### config.mk
export PLATFORM = sky130hd
export DESIGN_NAME = pair_sequencer
export DESIGN_NICKNAME = d
export VERILOG_FILES = /design/src/rtl/pair_seq_pkg.sv /design/src/rtl/pair_opdec.sv /design/src/rtl/pair_half_pick.sv /design/src/rtl/pair_field_splice.sv /design/src/rtl/pair_sequencer.sv
export SDC_FILE = /design/constraint.sdc
export NUM_CORES = 1
export LEC_CHECK = 0
export BUFFER_PORTS_ARGS = -buffer_cell sky130_fd_sc_hd__clkbuf_2
export CORE_MARGIN = 5
export CORE_UTILIZATION = 45
export CTS_CLUSTER_DIAMETER = 30
export DETAILED_ROUTE_END_ITERATION = 7
export PLACE_DENSITY = 0.83
export SETUP_SLACK_MARGIN = 0.3
export SLEW_MARGIN = 10
export SYNTH_ARGS = -nofsm -noshare
export SYNTH_HDL_FRONTEND = slang
export SYNTH_SLANG_ARGS = --single-unit
### constraint.sdc
create_clock -name clk -period 6.3 [get_ports clk]
set_input_delay 0.63 -clock clk [delete_from_list [all_inputs] [get_ports clk]]
set_output_delay 0.63 -clock clk [all_outputs]
set_load 0.005 [all_outputs]
### src/rtl/pair_seq_pkg.sv
package pair_seq_pkg;

    localparam int OP_W = 8;

    typedef enum logic [2:0] {
        ST_IDLE,
        ST_FETCH,
        ST_FWAIT,
        ST_EXEC,
        ST_OPRD,
        ST_OWAIT,
        ST_WRITE,
        ST_NEXT
    } seq_state_t;

    typedef enum logic [2:0] {
        K_NOP,
        K_LOAD,
        K_STORE,
        K_JUMP,
        K_JCOND,
        K_AMOD
    } op_kind_t;

    typedef struct packed {
        op_kind_t    kind;
        logic        right_half;
        logic [1:0]  load_mode;
    } op_info_t;

    localparam logic [OP_W-1:0] OPC_LD      = 8'h01;
    localparam logic [OP_W-1:0] OPC_LD_NEG  = 8'h02;
    localparam logic [OP_W-1:0] OPC_LD_ABS  = 8'h03;
    localparam logic [OP_W-1:0] OPC_LD_NABS = 8'h04;
    localparam logic [OP_W-1:0] OPC_JMP_L   = 8'h0D;
    localparam logic [OP_W-1:0] OPC_JMP_R   = 8'h0E;
    localparam logic [OP_W-1:0] OPC_JC_L    = 8'h0F;
    localparam logic [OP_W-1:0] OPC_JC_R    = 8'h10;
    localparam logic [OP_W-1:0] OPC_FLD_L   = 8'h12;
    localparam logic [OP_W-1:0] OPC_FLD_R   = 8'h13;
    localparam logic [OP_W-1:0] OPC_ST      = 8'h21;

endpackage

### src/rtl/pair_opdec.sv
module pair_opdec
    import pair_seq_pkg::*;
(
    input  logic [OP_W-1:0] op_i,
    output op_info_t        info_o
);

    always_comb begin
        info_o = '{kind: K_NOP, right_half: 1'b0, load_mode: 2'd0};
        unique case (op_i)
            OPC_LD:      info_o = '{kind: K_LOAD,  right_half: 1'b0, load_mode: 2'd0};
            OPC_LD_NEG:  info_o = '{kind: K_LOAD,  right_half: 1'b0, load_mode: 2'd1};
            OPC_LD_ABS:  info_o = '{kind: K_LOAD,  right_half: 1'b0, load_mode: 2'd2};
            OPC_LD_NABS: info_o = '{kind: K_LOAD,  right_half: 1'b0, load_mode: 2'd3};
            OPC_ST:      info_o = '{kind: K_STORE, right_half: 1'b0, load_mode: 2'd0};
            OPC_JMP_L:   info_o = '{kind: K_JUMP,  right_half: 1'b0, load_mode: 2'd0};
            OPC_JMP_R:   info_o = '{kind: K_JUMP,  right_half: 1'b1, load_mode: 2'd0};
            OPC_JC_L:    info_o = '{kind: K_JCOND, right_half: 1'b0, load_mode: 2'd0};
            OPC_JC_R:    info_o = '{kind: K_JCOND, right_half: 1'b1, load_mode: 2'd0};
            OPC_FLD_L:   info_o = '{kind: K_AMOD,  right_half: 1'b0, load_mode: 2'd0};
            OPC_FLD_R:   info_o = '{kind: K_AMOD,  right_half: 1'b1, load_mode: 2'd0};
            default:     info_o = '{kind: K_NOP,   right_half: 1'b0, load_mode: 2'd0};
        endcase
    end

endmodule

### src/rtl/pair_half_pick.sv
module pair_half_pick
    import pair_seq_pkg::*;
#(
    parameter int ADDR_W = 12
) (
    input  logic [2*(OP_W+ADDR_W)-1:0] word_i,
    output logic [OP_W-1:0]            l_op_o,
    output logic [ADDR_W-1:0]          l_addr_o,
    output logic [OP_W-1:0]            r_op_o,
    output logic [ADDR_W-1:0]          r_addr_o,
    output logic [OP_W+ADDR_W-1:0]     r_instr_o
);

    localparam int INSTR_W = OP_W + ADDR_W;
    localparam int WORD_W  = 2 * INSTR_W;

    // halves[0] is the left (upper) instruction, halves[1] the right one
    logic [1:0][INSTR_W-1:0] halves;

    for (genvar h = 0; h < 2; h++) begin : g_half
        assign halves[h] = word_i[WORD_W-1-h*INSTR_W -: INSTR_W];
    end

    assign l_op_o    = halves[0][INSTR_W-1 -: OP_W];
    assign l_addr_o  = halves[0][ADDR_W-1:0];
    assign r_op_o    = halves[1][INSTR_W-1 -: OP_W];
    assign r_addr_o  = halves[1][ADDR_W-1:0];
    assign r_instr_o = halves[1];

endmodule

### src/rtl/pair_field_splice.sv
module pair_field_splice
    import pair_seq_pkg::*;
#(
    parameter int ADDR_W = 12
) (
    input  logic [2*(OP_W+ADDR_W)-1:0] word_i,
    input  logic [ADDR_W-1:0]          field_i,
    input  logic                       right_i,
    output logic [2*(OP_W+ADDR_W)-1:0] word_o
);

    localparam int INSTR_W = OP_W + ADDR_W;
    localparam int WORD_W  = 2 * INSTR_W;
    localparam logic [WORD_W-1:0] MASK_R = {{(WORD_W-ADDR_W){1'b0}}, {ADDR_W{1'b1}}};
    localparam logic [WORD_W-1:0] MASK_L = MASK_R << INSTR_W;

    logic [WORD_W-1:0] field_ext;

    assign field_ext = {{(WORD_W-ADDR_W){1'b0}}, field_i};

    always_comb begin
        if (right_i) begin
            word_o = (word_i & ~MASK_R) | field_ext;
        end else begin
            word_o = (word_i & ~MASK_L) | (field_ext << INSTR_W);
        end
    end

endmodule

### src/rtl/pair_sequencer.sv
module pair_sequencer
    import pair_seq_pkg::*;
#(
    parameter int ADDR_W = 12
) (
    input  logic                              clk,
    input  logic                              rst_n,
    input  logic                              halt_i,
    output logic [ADDR_W-1:0]                 mem_addr_o,
    output logic                              mem_rd_o,
    output logic                              mem_wr_o,
    output logic [2*(pair_seq_pkg::OP_W+ADDR_W)-1:0] mem_wdata_o,
    input  logic [2*(pair_seq_pkg::OP_W+ADDR_W)-1:0] mem_rdata_i,
    input  logic                              mem_rvalid_i,
    input  logic [2*(pair_seq_pkg::OP_W+ADDR_W)-1:0] acc_i,
    output logic                              acc_load_o,
    output logic [1:0]                        acc_mode_o,
    output logic [2*(pair_seq_pkg::OP_W+ADDR_W)-1:0] acc_opnd_o
);

    localparam int INSTR_W = OP_W + ADDR_W;
    localparam int WORD_W  = 2 * INSTR_W;

    seq_state_t state_q, state_d;

    logic [ADDR_W-1:0]  pc_q;
    logic [ADDR_W-1:0]  mar_q;
    logic [WORD_W-1:0]  mbr_q;
    logic [OP_W-1:0]    op_q;
    logic [ADDR_W-1:0]  addr_q;
    logic [INSTR_W-1:0] ibr_q;
    logic               ibr_vld_q;
    logic               rh_entry_q;

    op_info_t           info;
    logic               jump_take;

    logic [OP_W-1:0]    w_lop, w_rop;
    logic [ADDR_W-1:0]  w_laddr, w_raddr;
    logic [INSTR_W-1:0] w_rinstr;
    logic [WORD_W-1:0]  spliced;

    pair_opdec u_dec (
        .op_i   (op_q),
        .info_o (info)
    );

    pair_half_pick #(.ADDR_W(ADDR_W)) u_pick (
        .word_i    (mem_rdata_i),
        .l_op_o    (w_lop),
        .l_addr_o  (w_laddr),
        .r_op_o    (w_rop),
        .r_addr_o  (w_raddr),
        .r_instr_o (w_rinstr)
    );

    pair_field_splice #(.ADDR_W(ADDR_W)) u_splice (
        .word_i  (mem_rdata_i),
        .field_i (acc_i[ADDR_W-1:0]),
        .right_i (info.right_half),
        .word_o  (spliced)
    );

    // jump decision: unconditional, or conditional on a clear sign bit
    assign jump_take = (info.kind == K_JUMP) ||
                       ((info.kind == K_JCOND) && !acc_i[WORD_W-1]);

    // next-state logic
    always_comb begin
        state_d = state_q;
        unique case (state_q)
            ST_IDLE:  if (!halt_i) state_d = ST_FETCH;
            ST_FETCH: state_d = ST_FWAIT;
            ST_FWAIT: if (mem_rvalid_i) state_d = ST_EXEC;
            ST_EXEC: begin
                unique case (info.kind)
                    K_LOAD, K_AMOD: state_d = ST_OPRD;
                    K_STORE:        state_d = ST_WRITE;
                    default:        state_d = ST_NEXT;
                endcase
            end
            ST_OPRD:  state_d = ST_OWAIT;
            ST_OWAIT: begin
                if (mem_rvalid_i) begin
                    state_d = (info.kind == K_AMOD) ? ST_WRITE : ST_NEXT;
                end
            end
            ST_WRITE: state_d = ST_NEXT;
            ST_NEXT:  state_d = ibr_vld_q ? ST_EXEC : ST_IDLE;
            default:  state_d = ST_IDLE;
        endcase
    end

    // state register
    always_ff @(posedge clk) begin
        if (!rst_n) state_q <= ST_IDLE;
        else        state_q <= state_d;
    end

    // datapath registers
    always_ff @(posedge clk) begin
        if (!rst_n) begin
            pc_q       <= '0;
            mar_q      <= '0;
            mbr_q      <= '0;
            op_q       <= '0;
            addr_q     <= '0;
            ibr_q      <= '0;
            ibr_vld_q  <= 1'b0;
            rh_entry_q <= 1'b0;
        end else begin
            unique case (state_q)
                ST_FWAIT: begin
                    if (mem_rvalid_i) begin
                        pc_q  <= pc_q + 1'b1;
                        mbr_q <= mem_rdata_i;
                        if (rh_entry_q) begin
                            op_q       <= w_rop;
                            addr_q     <= w_raddr;
                            ibr_vld_q  <= 1'b0;
                            rh_entry_q <= 1'b0;
                        end else begin
                            op_q      <= w_lop;
                            addr_q    <= w_laddr;
                            ibr_q     <= w_rinstr;
                            ibr_vld_q <= 1'b1;
                        end
                    end
                end
                ST_EXEC: begin
                    mar_q <= addr_q;
                    if (info.kind == K_STORE) begin
                        mbr_q <= acc_i;
                    end
                    if (jump_take) begin
                        pc_q       <= addr_q;
                        ibr_vld_q  <= 1'b0;
                        rh_entry_q <= info.right_half;
                    end
                end
                ST_OWAIT: begin
                    if (mem_rvalid_i && (info.kind == K_AMOD)) begin
                        mbr_q <= spliced;
                    end
                end
                ST_NEXT: begin
                    if (ibr_vld_q) begin
                        op_q      <= ibr_q[INSTR_W-1 -: OP_W];
                        addr_q    <= ibr_q[ADDR_W-1:0];
                        ibr_vld_q <= 1'b0;
                    end
                end
                default: ;
            endcase
        end
    end

    // outputs
    always_comb begin
        mem_addr_o  = (state_q == ST_FETCH) ? pc_q : mar_q;
        mem_rd_o    = (state_q == ST_FETCH) || (state_q == ST_OPRD);
        mem_wr_o    = (state_q == ST_WRITE);
        mem_wdata_o = mbr_q;
        acc_load_o  = (state_q == ST_OWAIT) && mem_rvalid_i && (info.kind == K_LOAD);
        acc_mode_o  = info.load_mode;
        acc_opnd_o  = mem_rdata_i;
    end

endmodule

==> run summary <==
CLOCK TREE
--------------------------------------------------------------------------------------
TritonCTS clock tree                                                               yes
H-Tree Level Count                                                                   3
Post_cts resized                                                                     0
Master cell of the clock root buffer                                         clkbuf_16
Worst-Skew Late Latency                                                        0.35 ns
Number of buffers on the longest clock path                                          2
TritonCTS sink count                                                               109
Clock slew at the register clock pins of the worst setup and hold paths        0.08 ns
Post-CTS repair timing setup buffer count                                            0
Cts bufs inserted                                                                    9
Number of hold buffers added after cts                                               0

WORST HOLD PATH
--------------------------------------------------------------------------------------
Critical hold path startpoint                                                 mar_q[8]
Endpoint of the worst hold path                                               mar_q[8]
Min-delay worst type                                                           reg2reg
WHS Path Cells                                                                       2

LOGIC SYNTHESIS
--------------------------------------------------------------------------------------
Area share of the largest cell type after synthesis                              36.5%
Dominant combinational cell family by area after synthesis                compound AO/OA/AOI/OAI gates
Post-synthesis share of cell area spent on xor and xnor gates                   0.439%
Number of enable flip-flop cells after synthesis                                     0
Syn. warnings                                                                        0
Share of synthesized area spent on multiplexers                                  7.78%
Flops & latches, synth                                                             109
Cell area after synthesis                                                   5990 sq um
Gate count of the mapped netlist                                                   730
Dominant cells by area after synthesis                                    dfxtp_1 (36%), nand2_1 (11%), a21boi_0 (6.8%)
Synth cell types                                                                    54
Complex-gate fraction of the synthesized area                                    26.8%
Primary FF master, synth                                                       dfxtp_1
Top cell type by total area after synthesis                                    dfxtp_1
Synth Area in Simple Gates                                                       18.9%
Post-Synthesis Net Count                                                           815
Fraction of synthesis flops using an asynchronous set or reset pin                  0%
Post-synthesis area per instance                                            8.20 sq um
Post-Synth Adder-Cell Area                                                      0.209%
Sequential fraction of the synthesis area                                        36.5%

DIE
--------------------------------------------------------------------------------------
Core Area                                                                  13100 sq um
Total Die Area                                                             15700 sq um
Die Span Y                                                                 125 microns
Count of standard-cell rows                                                         42
IO Count                                                                           181
Initial core utilization                                                         45.6%
Die X-Extent                                                               125 microns

PWR
--------------------------------------------------------------------------------------
Design internal power                                                          1.20 mW
Ratio of total power to cell area                                          243 nW/um^2
Switching power as a share of total power                                        28.7%
Leak                                                                           3.23 nW
Clock share of power                                                             35.3%
Switch Pwr                                                                    0.483 mW
Sequential power share                                                           46.2%
VDD IR-drop max                                                               0.132 mV
Power share of the combinational group                                           18.5%

CRITICAL PATH
--------------------------------------------------------------------------------------
Worst flop-to-flop path endpoint                                          mem_wdata_o[25]
Setup slack of the most critical reg-to-reg path                               3.11 ns
Cell depth of the worst flop-to-flop path                                            8
Element type at the critical path end                                        flip-flop
Data required, critical path                                                   6.55 ns
Startpoint type of the worst setup path                                      flip-flop
Worst setup path class                                                         reg2reg
Reg2Reg Launch Point                                                        state_q[1]
Highest net fanout along the worst path                                             80
Critical path data arrival time                                                3.44 ns

TIMING
--------------------------------------------------------------------------------------
Final Hold Viols                                                                     0
Headroom to the max-slew limit                                                   30.1%
Maximum clock frequency                                                        313 MHz
Min setup slack post-route                                                     3.11 ns
Setup TNS after final layout                                                      0 ns
Fin Clk Skew                                                                 0.0105 ns
Final Cycle Share                                                                50.7%
Transition time at the pin with the least slew margin                          1.04 ns
Final Max Tran Viols                                                                 0
Unrepaired setup endpoints after global routing                                     no
Final worst path period need                                                   3.19 ns
Final setup violation count                                                          0

ROUTING
--------------------------------------------------------------------------------------
Routed vias/inst                                                                  5.60
Post-Route WL                                                             16900 microns
Post-detailed-route wirelength per cell                                   16.7 microns
Starting DRT DRC Count                                                             429
Total via count after detailed routing                                            5668
Number of detailed-routing iterations run before antenna repair                      5
DRC violations left                                                                  0
Residual antenna-violating net count after detailed routing                          0

PLACED DESIGN
--------------------------------------------------------------------------------------
Final GP Congestion                                                              0.858
HPWL after detailed placement                                             12000 microns
Worst slack at placement                                                       3.12 ns
Buffers on Ports                                                                   180

LAYOUT
--------------------------------------------------------------------------------------
Diode insertion count for antenna repair                                             0
Leading cell type in the layout, fill and taps excluded                        nand2_1
Highest-count cells in the layout ignoring fill and taps                  nand2_1 (183), clkbuf_2 (179), dfxtp_1 (109)
Number of nets in the final layout                                                 916
Fraction of layout cells with a size suffix above 1                              26.8%
Filler Cells Inserted                                                             1276
Area added between synthesis and finish                                          16.1%

GRT
--------------------------------------------------------------------------------------
Residual overflow from global routing                                                0
Via count of the first global-routing pass                                        5355
Global router's overall resource usage                                           20.7%
Number of antenna violations at the first check in global routing                    0
First-pass GRT wire length                                                27000 microns
Pin count of the biggest net entering global routing                               114

STATUS
--------------------------------------------------------------------------------------
Result of the run                                                            completed

FLOW RUN
--------------------------------------------------------------------------------------
Max-cap violations                                                                   0

[routing by layer]
metal,global-route usage (%),routed length [microns],vias to the layer above,share of wire (%)
met1,29.5,7880,2672,47
met2,32.0,7780,211,46
li1,-,-,2764,-
met3,3.54,979,21,5.8
met5,0,0,-,0
met4,6.89,267,0,1.6
[final cells by class]
class / instances / area [sq um] / area share, %
clock buffers: 12 / 256 / 3.69
flip-flops and latches: 109 / 2180 / 31.4
well taps: 176 / 220 / 3.17
repair buffers: 188 / 961 / 13.8
inverters: 4 / 15.0 / 0.216
multi-input cells: 519 / 3260 / 46.9
clock inverters: 4 / 55.1 / 0.792
[synth_stat cells (5+ instances only)]
master and number:
nand2_1 183, dfxtp_1 109, a21boi_0 54, buf_4 40, clkbuf_1 40, o211ai_1 34, mux2i_1 33, o211a_1 30
nand3_1 28, o21ai_0 27, a31oi_1 13, a22oi_1 12, mux2_2 12, nor2_1 12, a21oi_1 11, buf_2 11
buf_1 5, nor2b_1 5
[worst max path at each step]
stage | endpoint | startpoint | cells past startpoint | slack (ns)
detailed placement | mem_wdata_o[9] | state_q[1] | 8 | 3.12
finish | mem_wdata_o[25] | state_q[1] | 8 | 3.11
global route | mem_wdata_o[6] | state_q[1] | 8 | 2.81
global placement | mem_wdata_o[31] | state_q[1] | 8 | 3.29
floorplan | mem_addr_o[10] | state_q[0] | 4 | 3.91
CTS | mem_wdata_o[9] | state_q[1] | 8 | 3.10
[stage by stage]
step / hold WS (ns) / instances / utilization, % / area (sq um) / power, mW
detailed placement: 0.457 / 996 / 50.5 / 6640 / 1.11
global route: 0.486 / 1012 / 52.9 / 6950 / 1.76
global placement: 0.451 / 996 / 50.5 / 6640 / 1.10
floorplan: 0.441 / 730 / - / 5990 / 0.989
CTS: 0.467 / 1012 / 52.9 / 6950 / 1.69
finish: 0.463 / 1012 / 52.9 / 6950 / 1.69
[cells by family after synthesis]
logic type,Yosys count
and+or+nand+nor,259
AOI/OAI and AO/OA,211
DFF,109
buffers and inverters,102
muxes,45
xor gates and xnor gates,3
adders and majority gates,1
[worst max-delay path: stages (launching register included)]
cell and delay [ns]:
dfxtp_1 0.55, nor2b_1 0.25, nand2_1 0.37, buf_4 0.39, or3_1 0.42, o211ai_4 0.10
buf_4 0.61, o211ai_1 0.19, o211a_1 0.18
[power groups by stage]
stage / clock (mW) / sequential (mW) / combinational, mW
2_1_floorplan: 0 / 0.783 / 0.207
3_3_place_gp: 0 / 0.793 / 0.306
3_5_place_dp: 0 / 0.794 / 0.312
4_1_cts: 0.602 / 0.778 / 0.313
5_1_grt: 0.629 / 0.786 / 0.345
6_report: 0.596 / 0.779 / 0.311
[state kept, by name, summed over array words and instances, names as in the netlist]
name	cells
pc_q	12
rh_entry_q	1
ibr_q	20
addr_q	12
mem_wdata_o	40
state_q	3
ibr_vld_q	1
op_q	8
mar_q	12
Power figures use the tool's default switching activity.
